==> config.mk <==
export PLATFORM = sky130hd
export DESIGN_NAME = ccd_frame_seq
export DESIGN_NICKNAME = d
export VERILOG_FILES = /design/src/rtl/ccd_seq_pkg.sv /design/src/rtl/ccd_pixel_strobes.sv /design/src/rtl/ccd_hblank_gen.sv /design/src/rtl/ccd_frame_seq.sv
export SDC_FILE = /design/constraint.sdc
export NUM_CORES = 1
export LEC_CHECK = 0
export ABC_AREA = 1
export BUFFER_PORTS_ARGS = -buffer_cell sky130_fd_sc_hd__buf_2
export CORE_MARGIN = 3
export CORE_UTILIZATION = 55
export CTS_BUF_LIST = sky130_fd_sc_hd__clkbuf_4
export DETAILED_ROUTE_END_ITERATION = 7
export GPL_ROUTABILITY_DRIVEN = 0
export PLACE_DENSITY = 0.8
export SYNTH_ARGS = -nofsm -noshare
export SYNTH_HDL_FRONTEND = slang
export SYNTH_SLANG_ARGS = --single-unit
==> constraint.sdc <==
create_clock -name clk_i -period 1.8 [get_ports clk_i]
set_input_delay 0.36 -clock clk_i [delete_from_list [all_inputs] [get_ports clk_i]]
set_output_delay 0.36 -clock clk_i [all_outputs]
set_load 0.02 [all_outputs]
==> src/rtl/ccd_seq_pkg.sv <==
package ccd_seq_pkg;
  typedef enum logic [1:0] {ST_IDLE, ST_CLEAR, ST_INTEG, ST_READ} frame_st_e;
  typedef enum logic {SEG_HBLK, SEG_SER} line_seg_e;
endpackage

==> src/rtl/ccd_pixel_strobes.sv <==
module ccd_pixel_strobes #(
  parameter int PIX_CYC = 4,
  localparam int PH_W = $clog2(PIX_CYC),
  localparam int HALF = PIX_CYC / 2
) (
  input  logic            clk_i,
  input  logic            rst_ni,
  input  logic            run_i,
  input  logic            drive_i,
  input  logic            first_pix_i,
  input  logic [PH_W-2:0] dly_i,
  output logic            pix_last_o,
  output logic            ser_a_o,
  output logic            ser_b_o,
  output logic            rg_a_o,
  output logic            rg_b_o,
  output logic            clamp_a_o,
  output logic            clamp_b_o,
  output logic            samp_a_o,
  output logic            samp_b_o
);
  logic [PH_W-1:0] ph_q;
  logic            act;
  logic [PH_W-1:0] dly_ext;

  always_ff @(posedge clk_i or negedge rst_ni) begin
    if (!rst_ni)                          ph_q <= '0;
    else if (!run_i)                      ph_q <= '0;
    else if (ph_q == PH_W'(PIX_CYC - 1))  ph_q <= '0;
    else                                  ph_q <= ph_q + 1'b1;
  end

  assign act        = run_i & drive_i;
  assign dly_ext    = {1'b0, dly_i};
  assign pix_last_o = run_i & (ph_q == PH_W'(PIX_CYC - 1));

  always_comb begin
    ser_a_o   = act & (ph_q < PH_W'(HALF));
    ser_b_o   = act & (ph_q >= PH_W'(HALF));
    rg_a_o    = act & (ph_q == '0);
    rg_b_o    = act & (ph_q == PH_W'(HALF));
    clamp_a_o = act & (ph_q == PH_W'(1));
    clamp_b_o = act & (ph_q == PH_W'(HALF + 1));
    // channel A falls at mid-pixel, channel B at pixel wrap
    samp_a_o  = act & (ph_q == PH_W'(HALF) + dly_ext);
    samp_b_o  = act & ~first_pix_i & (ph_q == dly_ext);
  end
endmodule

==> src/rtl/ccd_hblank_gen.sv <==
module ccd_hblank_gen #(
  parameter int HB_CYC = 64,
  parameter int IAG_W  = 8,
  parameter int TRG_W  = 8,
  parameter int SYNC_W = 8,
  parameter int AB_W   = 6,
  localparam int HB_W  = $clog2(HB_CYC)
) (
  input  logic            clk_i,
  input  logic            rst_ni,
  input  logic            run_i,
  input  logic            read_i,
  input  logic            integ_i,
  input  logic            first_line_i,
  input  logic [AB_W-1:0] ab_cnt_i,
  output logic            last_o,
  output logic            shift_o,
  output logic            xfer_o,
  output logic            ab_o,
  output logic            sync_o
);
  logic [HB_W-1:0] hc_q;

  always_ff @(posedge clk_i or negedge rst_ni) begin
    if (!rst_ni)     hc_q <= '0;
    else if (!run_i) hc_q <= '0;
    else             hc_q <= hc_q + 1'b1;
  end

  assign last_o = run_i & (hc_q == HB_W'(HB_CYC - 1));

  always_comb begin
    shift_o = run_i & read_i & (32'(hc_q) < IAG_W);
    xfer_o  = run_i & read_i & (32'(hc_q) >= IAG_W) & (32'(hc_q) < IAG_W + TRG_W);
    ab_o    = run_i & integ_i & ~hc_q[0] & ((32'(hc_q) >> 1) < 32'(ab_cnt_i));
    sync_o  = run_i & (32'(hc_q) < (first_line_i ? 2 * SYNC_W : SYNC_W));
  end
endmodule

==> src/rtl/ccd_frame_seq.sv <==
module ccd_frame_seq
  import ccd_seq_pkg::*;
#(
  parameter int LINES    = 1024,
  parameter int DATA_EL  = 512,
  parameter int DUMMY_EL = 12,
  parameter int DARK_PIX = 24,
  parameter int PIX_CYC  = 4,
  parameter int HB_CYC   = 64,
  parameter int IAG_W    = 8,
  parameter int TRG_W    = 8,
  parameter int SYNC_W   = 8,
  parameter int CLR_CYC  = 50,
  parameter int SER_W    = 11,
  parameter int INT_W    = 16,
  parameter int AB_W     = 6
) (
  input  logic                       clk_i,
  input  logic                       rst_ni,
  input  logic                       start_i,
  input  logic [SER_W-1:0]           ser_cnt_i,
  input  logic [INT_W-1:0]           int_lines_i,
  input  logic [AB_W-1:0]            ab_cnt_i,
  input  logic [$clog2(PIX_CYC)-2:0] sh_dly_i,
  output logic                       busy_o,
  output logic                       img_shift_o,
  output logic                       ab_gate_o,
  output logic                       xfer_o,
  output logic                       ser_a_o,
  output logic                       ser_b_o,
  output logic                       rg_a_o,
  output logic                       rg_b_o,
  output logic                       clamp_a_o,
  output logic                       clamp_b_o,
  output logic                       samp_a_o,
  output logic                       samp_b_o,
  output logic                       dclamp_a_o,
  output logic                       dclamp_b_o,
  output logic                       sync_o,
  output logic                       blank_o
);
  localparam int MIN_SER = DATA_EL + DUMMY_EL;
  localparam int CLR_W   = $clog2(CLR_CYC);
  localparam int DLY_W   = $clog2(PIX_CYC) - 1;

  frame_st_e        st_q;
  line_seg_e        seg_q;
  logic [CLR_W-1:0] ccnt_q;
  logic [INT_W-1:0] line_q;
  logic [SER_W-1:0] pc_q;
  logic             first_q;
  logic [SER_W-1:0] ser_q;
  logic [INT_W-1:0] int_q;
  logic [AB_W-1:0]  ab_q;
  logic [DLY_W-1:0] dly_q;

  logic in_line, hb_run, px_run, hb_last, pix_last;
  logic hb_shift, px_rg_a, px_rg_b, clr_on, dark_win;

  assign in_line = (st_q == ST_INTEG) || (st_q == ST_READ);
  assign hb_run  = in_line && (seg_q == SEG_HBLK);
  assign px_run  = in_line && (seg_q == SEG_SER);
  assign clr_on  = (st_q == ST_CLEAR);

  always_ff @(posedge clk_i or negedge rst_ni) begin
    if (!rst_ni) begin
      st_q    <= ST_IDLE;
      seg_q   <= SEG_HBLK;
      ccnt_q  <= '0;
      line_q  <= '0;
      pc_q    <= '0;
      first_q <= 1'b0;
      ser_q   <= SER_W'(MIN_SER);
      int_q   <= '0;
      ab_q    <= '0;
      dly_q   <= '0;
    end else begin
      unique case (st_q)
        ST_IDLE: if (start_i) begin
          st_q   <= ST_CLEAR;
          ccnt_q <= '0;
          line_q <= '0;
          ser_q  <= (32'(ser_cnt_i) < MIN_SER) ? SER_W'(MIN_SER) : ser_cnt_i;
          int_q  <= int_lines_i;
          ab_q   <= ab_cnt_i;
          dly_q  <= sh_dly_i;
        end
        ST_CLEAR: begin
          if (ccnt_q == CLR_W'(CLR_CYC - 1)) begin
            ccnt_q <= '0;
            if (line_q == INT_W'(LINES - 1)) begin
              line_q  <= '0;
              first_q <= 1'b1;
              seg_q   <= SEG_HBLK;
              st_q    <= (int_q == '0) ? ST_READ : ST_INTEG;
            end else begin
              line_q <= line_q + 1'b1;
            end
          end else begin
            ccnt_q <= ccnt_q + 1'b1;
          end
        end
        default: begin
          if (seg_q == SEG_HBLK) begin
            if (hb_last) begin
              seg_q   <= SEG_SER;
              pc_q    <= '0;
              first_q <= 1'b0;
            end
          end else if (pix_last) begin
            if (pc_q == ser_q - 1'b1) begin
              seg_q <= SEG_HBLK;
              pc_q  <= '0;
              if (st_q == ST_INTEG && line_q == int_q - 1'b1) begin
                st_q   <= ST_READ;
                line_q <= '0;
              end else if (st_q == ST_READ && line_q == INT_W'(LINES - 1)) begin
                st_q   <= ST_IDLE;
                line_q <= '0;
              end else begin
                line_q <= line_q + 1'b1;
              end
            end else begin
              pc_q <= pc_q + 1'b1;
            end
          end
        end
      endcase
    end
  end

  ccd_hblank_gen #(
    .HB_CYC(HB_CYC), .IAG_W(IAG_W), .TRG_W(TRG_W), .SYNC_W(SYNC_W), .AB_W(AB_W)
  ) u_hblank (
    .clk_i        (clk_i),
    .rst_ni       (rst_ni),
    .run_i        (hb_run),
    .read_i       (st_q == ST_READ),
    .integ_i      (st_q == ST_INTEG),
    .first_line_i (first_q),
    .ab_cnt_i     (ab_q),
    .last_o       (hb_last),
    .shift_o      (hb_shift),
    .xfer_o       (xfer_o),
    .ab_o         (ab_gate_o),
    .sync_o       (sync_o)
  );

  ccd_pixel_strobes #(.PIX_CYC(PIX_CYC)) u_pix (
    .clk_i       (clk_i),
    .rst_ni      (rst_ni),
    .run_i       (px_run),
    .drive_i     (st_q == ST_READ),
    .first_pix_i (pc_q == '0),
    .dly_i       (dly_q),
    .pix_last_o  (pix_last),
    .ser_a_o     (ser_a_o),
    .ser_b_o     (ser_b_o),
    .rg_a_o      (px_rg_a),
    .rg_b_o      (px_rg_b),
    .clamp_a_o   (clamp_a_o),
    .clamp_b_o   (clamp_b_o),
    .samp_a_o    (samp_a_o),
    .samp_b_o    (samp_b_o)
  );

  assign dark_win = px_run && (st_q == ST_READ) &&
                    (32'(pc_q) >= DUMMY_EL) && (32'(pc_q) < DUMMY_EL + DARK_PIX);

  assign busy_o      = (st_q != ST_IDLE);
  assign img_shift_o = hb_shift | (clr_on && (32'(ccnt_q) < CLR_CYC / 2));
  assign rg_a_o      = clr_on | px_rg_a;
  assign rg_b_o      = clr_on | px_rg_b;
  assign dclamp_a_o  = dark_win;
  assign dclamp_b_o  = dark_win;
  assign blank_o     = clr_on | hb_run;
endmodule

==> metrics.txt <==
min cycle time layout 2.633 ns; syn avg cell area 7.127 um2; CTS root buffer clkbuf_4; Initial Utilization 57.80%; Top FF cell, synth dfrtp_1; CTS Buffer Depth 2; Nets 971; Sw Pwr 4.981 mW; ys async rst share 100.0%; H-tree Lvls 3; clock share of power 12.9%; maximum clock rate 379.8 MHz; leading area contributor after synthesis dfrtp_1; endpoints failing setup 48; placed cell area 6167 um2; Post-synth top cells 190 x nand2_1, 102 x inv_1, 87 x nor2_1; synthesized area 5139 um2; number of global-route vias before repair 5885; Crit path top cell by count a21oi_2; CP startpoint u_hblank.hc_q[2]$_DFF_PN0_; Clock transition at path regs 0.17 ns; yosys warns 0; GRT overflow 0; final setup margin -0.8327 ns; CP endpoint kind output pin; WHS Path Cells 3; clock sink count 79; WS Path Type register to output pin; sequential share of power 26.5%; crit path max fanout 2; io pins 53; worst slew pin tran 0.5896 ns; synth unique cells 43; Die W 102.7 um; # rows 34; Worst VDD drop 0.7972 mV; Clock Skews 0.03052 ns; Syn Inst Count 721; Worst EP required 1.44 ns; largest net degree at the start of global routing 59; leakage power 3.806 nW; CP Cell Sequence ha_1 -> o21ai_0 -> nand2_1 -> a21oi_2 -> o21bai_1 -> a21oi_2 -> o21ai_2 -> nor2_2 -> buf_6; ranking of synthesized cells by area dfrtp_1 37%, nand2_1 14%, inv_1 7.5%; status finished, violations left; via/cell ratio 6.278; Die Ht 102.7 um; sw frac 48.49%; initial antenna violation count 1; Post-synth EDFFs 0; Pre-antenna DRT Iters 6; Vias 6466; Crit path largest cell delay 0.43 ns; DR WL/cell 20.98 um; fin area 7712 um2; wire length of the first global-routing pass 27.62 mm; gr usage total 33.70%; Slew Limit Fails 0; post-layout utilization of the core 86.74%; # DRC 0; CORE AREA 8891 um2; most frequent cell after synthesis nand2_1; Hold Startpoint int_lines_i[4]; CTS tree yes; CP startpoint kind register; initial drt markers 678; RSZ-0062 raised after global routing yes; failing checks setup timing; Hold Path Class primary input to register; worst r2r src ser_q[0]$_DFFE_PN0P_; FF-to-FF path depth 15; crit path max-delay cell type dfrtp_1; CTS Buf Count 9; I/O Buffers 52; layout cells sized above 1 42.02%; WL final 21.61 mm; syn nets 776; sequential share of the synthesized area 38.54%; Int Pwr 5.291 mW; DIE AREA 10540 um2; Final Power 10.27 mW; Yosys reg bits 79; Hold WS 0.08769 ns; relative slew slack 60.56%; crit share post-route 146.3%; pre-CTS setup slack -0.3747 ns; Final Hold Fails 0; PD cells 1332 nW/um2; post-route ant nets 0; MaxCap Viol Count 0; area grow syn2layout 50.09%; Yosys top cell area share 37.01%; Comb pwr share 60.6%; WP data arrival 2.27 ns; Post-DP HPWL 9.988 mm; filler cell count 396; clk_lat worst skew 0.49 ns
power groups by stage:
stage	sequential [mW]	combinational, mW	clock (mW)
floorplan	2.63	2.81	0
global placement	2.68	4.17	0
detailed placement	2.69	4.32	0
CTS	2.67	5.26	1.26
global route	2.76	6.66	1.39
finish	2.72	6.22	1.32
logic make-up after synthesis:
logic type / after synthesis / synth area share (%)
xor+xnor: 21 / 3.847
compound gates: 87 / 9.447
fa+ha+maj: 18 / 4.383
flops: 79 / 38.54
buf+inv: 122 / 9.472
simple gates: 394 / 34.31
final timing paths:
kind | to | slack, ns
min in group asynchronous | u_hblank.hc_q[2]$_DFF_PN0_ | 0.36
setup reg to reg | st_q[0]$_DFFE_PN0P_ | -0.59
setup / recovery | ab_gate_o | -0.83
hold reg to reg | dly_q$_DFFE_PN0P_ | 0.53
hold / removal | int_q[4]$_DFFE_PN0P_ | 0.09
max in group asynchronous | pc_q[3]$_DFFE_PN0P_ | 0.80
cell type report:
type	count	area (um2)	area share, %
timing repair buffer	189	1493	19.35
antenna	1	2.502	0.03245
clock inverter	6	86.33	1.119
sequential	79	1989	25.79
inverter	111	484.2	6.278
timing repair inverter	4	50.05	0.6489
clock buffer	10	75.07	0.9734
tap	108	135.1	1.752
multi-input combinational	522	3397	44.05
registers in the layout, summed over array words and instances (netlist names):
signal	flops
u_pix.ph_q	2
ser_q	11
line_q	16
ccnt_q	6
int_q	16
seg_q	1
first_q	1
u_hblank.hc_q	6
pc_q	11
st_q	2
dly_q	1
ab_q	6
through the flow:
step / TNS (ns) / cells
final: -18.77 / 1030
after global routing: -26.54 / 1029
after CTS: -9.279 / 1007
after global placement: -5.402 / 953
after floorplan: -1.523 / 721
after detailed placement: -9.179 / 953
worst max-delay path: cells and delay by family, from the launching register on:
kind | cells | cell delay, ns
flip-flops | 1 | 0.43
AND/OR/NAND/NOR | 2 | 0.29
AO/OA/AOI/OAI | 5 | 0.64
adder cells (fa/ha/maj) | 1 | 0.27
buffers and inverters | 1 | 0.14
cells in the final DEF, fill, tap and decap left out, types with 4 or more instances in the layout:
master / synthesis / final
nor3_1: 16 / 6
o21ai_1: 7 / 7
buf_6: 2 / 39
inv_2: 6 / 19
a21oi_2: 1 / 6
nor3_2: 0 / 6
clkbuf_4: 0 / 10
ha_1: 18 / 10
dfrtp_2: 0 / 7
o21ai_0: 50 / 42
nand3_2: 3 / 7
nand2_8: 0 / 6
inv_1: 102 / 83
nand4_1: 10 / 10
xor2_1: 16 / 16
inv_4: 1 / 4
nor3_4: 0 / 4
xnor2_1: 4 / 4
clkinv_8: 0 / 6
buf_2: 2 / 35
ha_4: 0 / 5
nand2_2: 8 / 20
nand2_1: 190 / 162
nand3_1: 46 / 39
o21ai_2: 5 / 12
nand3b_1: 5 / 5
a21oi_1: 15 / 10
nor2_4: 6 / 22
nand2_4: 3 / 15
nor2_1: 87 / 57
nor2_2: 9 / 23
dfrtp_1: 76 / 69
buf_4: 1 / 113
metal layers:
layer / vias up / track usage (%) / wire, um
li1: 2680 / - / -
met1: 2950 / 37.78 / 7126
met2: 617 / 59.38 / 10260
met3: 217 / 5.345 / 2249
met4: 2 / 21.39 / 1959
met5: - / 0 / 17
what timing repair did:
action                                 CTS  global route
endpoints found under the hold margin   33             0
pin swaps                               37            57
gates resized for setup                155           109
setup buffers                           31            27
cloned                                   6             0
setup endpoints to repair               47            56
hold buffers                             1             0
(Power assumes the default switching activity.)
